### src/rtl/adc_csr_pkg.sv
package adc_csr_pkg;
  localparam int STS_W    = 2;
  localparam int B_BUSY   = 7;
  localparam int B_FLAG   = 6;
  localparam int B_INTE   = 5;
  localparam int B_PAUSE  = 4;
  localparam int B_STS_LO = 2;
  localparam int B_STRT   = 1;

  typedef enum logic [1:0] {
    MODE_SINGLE = 2'b00,
    MODE_CONT   = 2'b01,
    MODE_STOP   = 2'b10,
    MODE_STOP2  = 2'b11
  } convMode_e;

  typedef struct packed {
    logic setBusy;
    logic clrBusy;
    logic setFlag;
    logic clrFlag;
    logic setPause;
    logic clrPause;
    logic loadCfg;
  } csrStrobe_t;
endpackage

### src/rtl/adc_csr_ctrl.sv
module adc_csr_ctrl
  import adc_csr_pkg::*;
(
  input  logic             csrWr,
  input  logic [7:0]       csrByte,
  input  logic             singleMode,
  input  logic             dmaEn,
  input  logic [STS_W-1:0] hwTrig,
  input  logic             convDone,
  input  logic             dmaDone,
  input  logic             busyQ,
  input  logic             flagQ,
  input  logic             inteQ,
  input  logic             pauseQ,
  input  logic [STS_W-1:0] stsQ,
  output csrStrobe_t       strobe,
  output logic             startCmd,
  output logic             abortCmd,
  output logic             latchEn,
  output logic             irq,
  output logic             dmaReq
);
  logic abortReq, swStart, hwStart, drainNow, blocked, freshLatch, stall, resume;

  always_comb begin
    abortReq   = csrWr & ~csrByte[B_BUSY];
    swStart    = csrWr & csrByte[B_BUSY] & csrByte[B_STRT];
    hwStart    = |(hwTrig & stsQ);
    startCmd   = ~busyQ & ~abortReq & (swStart | hwStart);
    abortCmd   = abortReq & busyQ;
    drainNow   = dmaEn & dmaDone;
    blocked    = dmaEn & flagQ & ~dmaDone;
    freshLatch = busyQ & ~pauseQ & convDone & ~blocked;
    stall      = busyQ & ~pauseQ & convDone & blocked;
    resume     = pauseQ & drainNow;
    latchEn    = ~abortCmd & (freshLatch | resume);

    strobe.setBusy  = startCmd;
    strobe.clrBusy  = abortCmd | (latchEn & singleMode);
    strobe.setFlag  = latchEn;
    strobe.clrFlag  = drainNow | (csrWr & ~csrByte[B_FLAG] & ~busyQ);
    strobe.setPause = stall & ~abortCmd;
    strobe.clrPause = abortCmd | resume;
    strobe.loadCfg  = csrWr;

    irq    = flagQ & inteQ & ~dmaEn;
    dmaReq = flagQ & inteQ & dmaEn;
  end
endmodule

### src/rtl/adc_csr_dp.sv
module adc_csr_dp
  import adc_csr_pkg::*;
(
  input  logic             clk,
  input  logic             rstN,
  input  csrStrobe_t       strobe,
  input  logic [7:0]       cfgByte,
  output logic             busyQ,
  output logic             flagQ,
  output logic             inteQ,
  output logic             pauseQ,
  output logic [STS_W-1:0] stsQ,
  output logic [7:0]       viewByte
);
  always_ff @(posedge clk) begin
    if (!rstN) begin
      busyQ  <= 1'b0;
      flagQ  <= 1'b0;
      inteQ  <= 1'b0;
      pauseQ <= 1'b0;
      stsQ   <= '0;
    end else begin
      if (strobe.setBusy)      busyQ <= 1'b1;
      else if (strobe.clrBusy) busyQ <= 1'b0;

      if (strobe.setFlag)      flagQ <= 1'b1;
      else if (strobe.clrFlag) flagQ <= 1'b0;

      if (strobe.clrPause)      pauseQ <= 1'b0;
      else if (strobe.setPause) pauseQ <= 1'b1;

      if (strobe.loadCfg) begin
        inteQ <= cfgByte[B_INTE];
        stsQ  <= cfgByte[B_STS_LO +: STS_W];
      end
    end
  end

  always_comb begin
    viewByte = '0;
    viewByte[B_BUSY]  = busyQ;
    viewByte[B_FLAG]  = flagQ;
    viewByte[B_INTE]  = inteQ;
    viewByte[B_PAUSE] = pauseQ;
    viewByte[B_STS_LO +: STS_W] = stsQ;
  end
endmodule

### src/rtl/adc_csr.sv
module adc_csr
  import adc_csr_pkg::*;
#(
  parameter int DATA_W   = 16,
  parameter int CSR_LANE = 1
) (
  input  logic              clk,
  input  logic              rstN,
  input  logic              wrEn,
  input  logic [DATA_W/8-1:0] wrStrb,
  input  logic [DATA_W-1:0] wrData,
  input  logic              rdRmw,
  output logic [DATA_W-1:0] rdData,
  input  logic [1:0]        convMode,
  input  logic              dmaEn,
  input  logic [STS_W-1:0]  hwTrig,
  input  logic              convDone,
  input  logic              dmaDone,
  output logic              startCmd,
  output logic              abortCmd,
  output logic              latchEn,
  output logic              convHold,
  output logic              irq,
  output logic              dmaReq
);
  localparam int LANES = DATA_W / 8;

  csrStrobe_t       strobe;
  logic             busyQ, flagQ, inteQ, pauseQ;
  logic [STS_W-1:0] stsQ;
  logic [7:0]       viewByte;
  logic [7:0]       csrByte;
  logic             csrWr;

  assign csrByte  = wrData[CSR_LANE*8 +: 8];
  assign csrWr    = wrEn & wrStrb[CSR_LANE];
  assign convHold = pauseQ;

  adc_csr_ctrl u_ctrl (
    .csrWr     (csrWr),
    .csrByte   (csrByte),
    .singleMode(convMode == MODE_SINGLE),
    .dmaEn     (dmaEn),
    .hwTrig    (hwTrig),
    .convDone  (convDone),
    .dmaDone   (dmaDone),
    .busyQ     (busyQ),
    .flagQ     (flagQ),
    .inteQ     (inteQ),
    .pauseQ    (pauseQ),
    .stsQ      (stsQ),
    .strobe    (strobe),
    .startCmd  (startCmd),
    .abortCmd  (abortCmd),
    .latchEn   (latchEn),
    .irq       (irq),
    .dmaReq    (dmaReq)
  );

  adc_csr_dp u_dp (
    .clk     (clk),
    .rstN    (rstN),
    .strobe  (strobe),
    .cfgByte (csrByte),
    .busyQ   (busyQ),
    .flagQ   (flagQ),
    .inteQ   (inteQ),
    .pauseQ  (pauseQ),
    .stsQ    (stsQ),
    .viewByte(viewByte)
  );

  for (genvar lane = 0; lane < LANES; lane++) begin : g_lane
    if (lane == CSR_LANE) begin : g_csr
      assign rdData[lane*8 +: 8] = viewByte | {rdRmw, 7'b0};
    end else begin : g_zero
      assign rdData[lane*8 +: 8] = 8'h00;
    end
  end
endmodule

### config.mk
export PLATFORM = sky130hd
export DESIGN_NAME = adc_csr
export DESIGN_NICKNAME = d
export VERILOG_FILES = /design/src/rtl/adc_csr_pkg.sv /design/src/rtl/adc_csr_ctrl.sv /design/src/rtl/adc_csr_dp.sv /design/src/rtl/adc_csr.sv
export SDC_FILE = /design/constraint.sdc
export NUM_CORES = 1
export LEC_CHECK = 0
export BUFFER_PORTS_ARGS = -buffer_cell sky130_fd_sc_hd__clkbuf_2
export CAP_MARGIN = 20
export CORE_MARGIN = 2
export CORE_UTILIZATION = 29
export CTS_CLUSTER_SIZE = 8
export DETAILED_ROUTE_END_ITERATION = 7
export PLACE_DENSITY = 0.81
export SYNTH_ARGS = -nofsm -noshare
export SYNTH_HDL_FRONTEND = slang
export SYNTH_SLANG_ARGS = --single-unit
export TNS_END_PERCENT = 5
### constraint.sdc
create_clock -name clk -period 1.4 [get_ports clk]
set_input_delay 0 -clock clk [delete_from_list [all_inputs] [get_ports clk]]
set_output_delay 0 -clock clk [all_outputs]
set_load 0.1 [all_outputs]
# Yosys cells after proc, flatten, opt, wreduce, memory -nomap -nowiden
# Cells that the tools add are included.
# W data, S select, Z words.
dict set report totals {
  in_bits 29
  elab_cells 54
  out_inout_bits 22
  register_bits 6
}
dict set report op_classes {
  n_bitwise 40
  mux 4
  n_reduce_logical 5
}
# cell n
set op_table {}
lappend op_table {{$and A1 B1 Y1} 23}
lappend op_table {{$not A1 Y1} 10}
lappend op_table {{$or A8 B8 Y8} 1}
lappend op_table {{$or A1 B1 Y1} 5}
lappend op_table {{$mux W1} 4}
lappend op_table {{$reduce_bool A2 Y1} 2}
lappend op_table {{$reduce_or A2 Y1} 2}
lappend op_table {{$and A2 B2 Y2} 1}
lappend op_table {{$logic_not A2 Y1} 1}

# Logic depth before layout (Yosys ltp)
dict set report logic_depth {
  depth_word 10
  ltp_mapped 4
  mapped_depth_nobuf 4
}

# Cells and area by module
# From an unflattened synthesis, not the netlist that was laid out.
dict set report hier_totals {
  hier_cells 58
  hier_area_um2 490.5
}
# module seq_area_each_um2 area_each_um2 cells_each n_inst
set by_module_without_submodules {}
lappend by_module_without_submodules {adc_csr_dp 120.1 271.5 27 1}
lappend by_module_without_submodules {adc_csr_ctrl 0.0 138.9 19 1}
lappend by_module_without_submodules {adc_csr 0.0 80.1 12 1}

# Worst setup path after synthesis
# Ideal clock, no wire load.
dict set report synth_path {
  path_type {reg2reg}
  startpoint {register u_dp.stsQ[0]}
  endpoint {register u_dp.busyQ}
  period_less_slack_ns 3.881
  required_ns 1.334
  slack_ns -2.481
  path_stages_with_launch 4
  arrival_ns 3.815
  setup_ns 0.066
  path_buffers 0
  path_cell_list {dfxtp_1 > a22oi_1 > a211oi_1 > a21o_1}
}
dict set report synth_between {
  elab_chain_cells 5
  elab_cells_between_ends 6
  cone_classes {1 x mux; 3 x bitwise; 2 x reduce/logical}
}
# item line
set synth_lines {}
lappend synth_lines {{start, declared} adc_csr_dp.sv:12} ;# output logic [STS_W-1:0] stsQ,
lappend synth_lines {{start signal, assigned} adc_csr_dp.sv:34} ;# stsQ <= cfgByte[B_STS_LO +: STS_W];
lappend synth_lines {{$and A2 B2 Y2 (*)} adc_csr_ctrl.sv:28} ;# hwStart = |(hwTrig & stsQ);
lappend synth_lines {{$reduce_or A2 Y1 (*)} adc_csr_ctrl.sv:28}
lappend synth_lines {{$or A1 B1 Y1 (*)} adc_csr_ctrl.sv:29} ;# startCmd = ~busyQ & ~abortReq & (swStart | hwStart);
lappend synth_lines {{$and A1 B1 Y1 (*)} adc_csr_ctrl.sv:29}
lappend synth_lines {{net startCmd} adc_csr.sv:19} ;# output logic startCmd,
lappend synth_lines {{$mux W1 or $reduce_bool A2 Y1 (tied branches)} --}
lappend synth_lines {{end signal, assigned} adc_csr_dp.sv:17} ;# busyQ <= 1'b0;
lappend synth_lines {{end signal, assigned} adc_csr_dp.sv:23} ;# if (strobe.setBusy) busyQ <= 1'b1;
lappend synth_lines {{end signal, assigned} adc_csr_dp.sv:24} ;# else if (strobe.clrBusy) busyQ <= 1'b0;
lappend synth_lines {{end, declared} adc_csr_dp.sv:8} ;# output logic busyQ,
# The timed path passes the listed nets; every way through them passes the cells marked *.
# A chain may end at the register's enable or synchronous reset.

# Worst setup path after layout
dict set report layout_path {
  startpoint {register u_dp.busyQ}
  endpoint {output latchEn}
}
dict set report layout_between {
  elab_chain_cells 5
  elab_cells_between_ends 7
  cone_classes {7 x bitwise}
}
# item line
set layout_lines {}
lappend layout_lines {{$and A1 B1 Y1 (3 in series)} adc_csr_ctrl.sv:33} ;# freshLatch = busyQ & ~pauseQ & convDone & ~blocked;
lappend layout_lines {{$or A1 B1 Y1} adc_csr_ctrl.sv:36} ;# latchEn = ~abortCmd & (freshLatch | resume);
lappend layout_lines {{$and A1 B1 Y1 (*)} adc_csr_ctrl.sv:36}
lappend layout_lines {{end, declared} adc_csr.sv:21} ;# output logic latchEn,
# Every way passes the cells marked *; elsewhere a longest branch is shown, timed or not.

==> metrics.txt <==
Multi-input gate area=272.8 sq um; Root Buffer Master=clkbuf_4; R2R cell count=7; CP Capture Type=primary output; commonest cells after routing, fill and taps aside=clkbuf_2, conb_1, buf_4; syn avg cell area=8.192 sq um; first-pass GRT wire length=1938 um; Post-synth EDFFs=0; Peak VDD IR=0.0004576 V; starting density of the core=0.3216; most common cell after layout, fill and taps aside=clkbuf_2; post-synthesis sequential area ratio=0.2767; Vias=485; fraction of layout cells with a size suffix above 1=0.5667; DPL Wire Length=around 860 um; Final Max Slew Viols=0; vias in the first global route=504; Syn-to-layout area delta=65.71%; final worst path period share=0.9699; Setup Crit Path Kind=register to primary output; Net count, final=120; Syn Std Cell Area=434.2 sq um; CP Launch Point=u_dp.busyQ; H-Tree Depth=1; Worst Path Max Fanout=7; CTS Buffer Depth=2; Max transition margin=0.6400; Worst Max-Slew Pin Slew=542.3 ps; die width=42.69 um; largest net degree at the start of global routing=8; CP arrival=roughly 1400 ps; antenna violations before repair=0; Vias/cell=between 4 and 5; Hold Vio Cnt, Final=0; min-delay src=rstN; Critical Path RT=1400 ps; Fillers=about 130; Setup crit start kind=register; final wirelength=1133 um; Port Buffers=29; CTS clock-pin slew for the worst setup and hold paths=50 ps; row count=13; TritonCTS Buffers=3; leakage=approximately 0.36 nW; hold depth=3; Fmax=736.5 MHz; Yosys cell types=22; PnR Total Power=approximately 0.0007 W; Hold Crit Class=primary input to register; Clock Latency Late Sink=250 ps; gpl congestion=0.6737; fin util=0.5329; clk sinks=6; core area=1350 sq um; status=finished clean; Final Critical Period=around 1400 ps; Yosys warnings=0; Die ar.=1822 sq um; ant diodes=0; Final Setup Violations=0; R2R Setup Slk=80 ps; flip-flop and latch area=roughly 140 sq um; WL/cell=10.79 um; Tot GR Track Use=0.1479; #FFs+latches synth=6; ys flop type=dfxtp_1; CTS tree=done; io pins=51; Die Ht=42.69 um; grt total ovfl=0; pwr/cell area=just under 1000 nW/um^2; Post-synth ARST share=0; max_cap viols=0; DRT Pass-1 Iters=4; launching point of the worst reg2reg path=u_dp.busyQ; DR iter-0 viols=9; drt drc=0; Post-Syn Instances=53; ANT nets after route=0; clk_skew=0.8722 ps
## flip-flops by register name, indices dropped and copies added, names as in the netlist
| signal | count |
|---|---|
| u_dp.stsQ | 2 |
| u_dp.busyQ | 1 |
| u_dp.flagQ | 1 |
| u_dp.inteQ | 1 |
| u_dp.pauseQ | 1 |
## routing by layer
layer	wire (um)	up-vias	GRT usage
met4	42	0	0.1313
li1	-	236	-
met2	527	38	0.2606
met3	162	5	0.04681
met5	0	-	0
met1	401	206	0.1314
## power breakdown
group	leakage, nW	internal [W]	switching [W]
Sequential	0.0523	0.000177	0.0000104
Combinational	0.295	0.0000771	0.000254
Clock	0.0150	0.000109	0.0000746
## synthesized netlist by cell type, drive strengths merged, types with 2 or more instances
cell type / instances / area [sq um]
and3b: 2 / 17.52
a21boi: 3 / 22.52
buf: 13 / 97.59
dfxtp: 6 / 120.1
a211oi: 3 / 27.52
nand2: 8 / 32.54
nand3: 4 / 20.02
nor2: 2 / 7.510
## path summary, 6_finish.rpt
kind                               endpoint
worst max-delay path                latchEn
worst min-delay path            u_dp.pauseQ
worst max register to register   u_dp.busyQ
worst min register to register   u_dp.inteQ
## through the flow
| stage | TNS, ps | hold slack, ps | cell area [sq um] | std cells | worst slack [ps] |
|---|---|---|---|---|---|
| 4_1_cts | 0 | 13.79 | 701.9 | 103 | 0.9007 |
| 3_5_place_dp | 0 | 246.9 | 618.1 | 93 | 108.2 |
| 2_1_floorplan | -1450 | 110.9 | 499.2 | 62 | -441.5 |
| 3_3_place_gp | 0 | 238.9 | 618.1 | 93 | 181.6 |
| 5_1_grt | -5.153 | 46.09 | 719.4 | 105 | -5.153 |
| 6_report | 0 | 17.76 | 719.4 | 105 | 42.17 |
## what timing repair did
item / 4_1_cts / 5_1_grt
hold endpoints to repair: 3 / 0
hold buffers: 3 / 0
setup buffers: 3 / 2
pin swaps: 2 / 1
setup endpoints to repair: 1 / 1
resized for setup: 3 / 1
## cell type report
| cell class | instances | area share |
|---|---|---|
| repair buffers | 37 | 0.3687 |
| multi-input cells | 43 | 0.3791 |
| well taps | 15 | 0.02609 |
| clock buffers | 4 | 0.03652 |
| flip-flops and latches | 6 | 0.1896 |
## logic make-up after synthesis
group / share of synthesized area
flops: 0.2767
simple gates: 0.2565
buf+inv: 0.2248
compound gates: 0.2334
other cells: 0.008637
## worst max-delay path: stages (launching register included)
cell and delay (ps):
dfxtp_4 380, a21oi_2 70, a211oi_2 230, nor2b_4 230, buf_12 190
(Power assumes the default switching activity.)
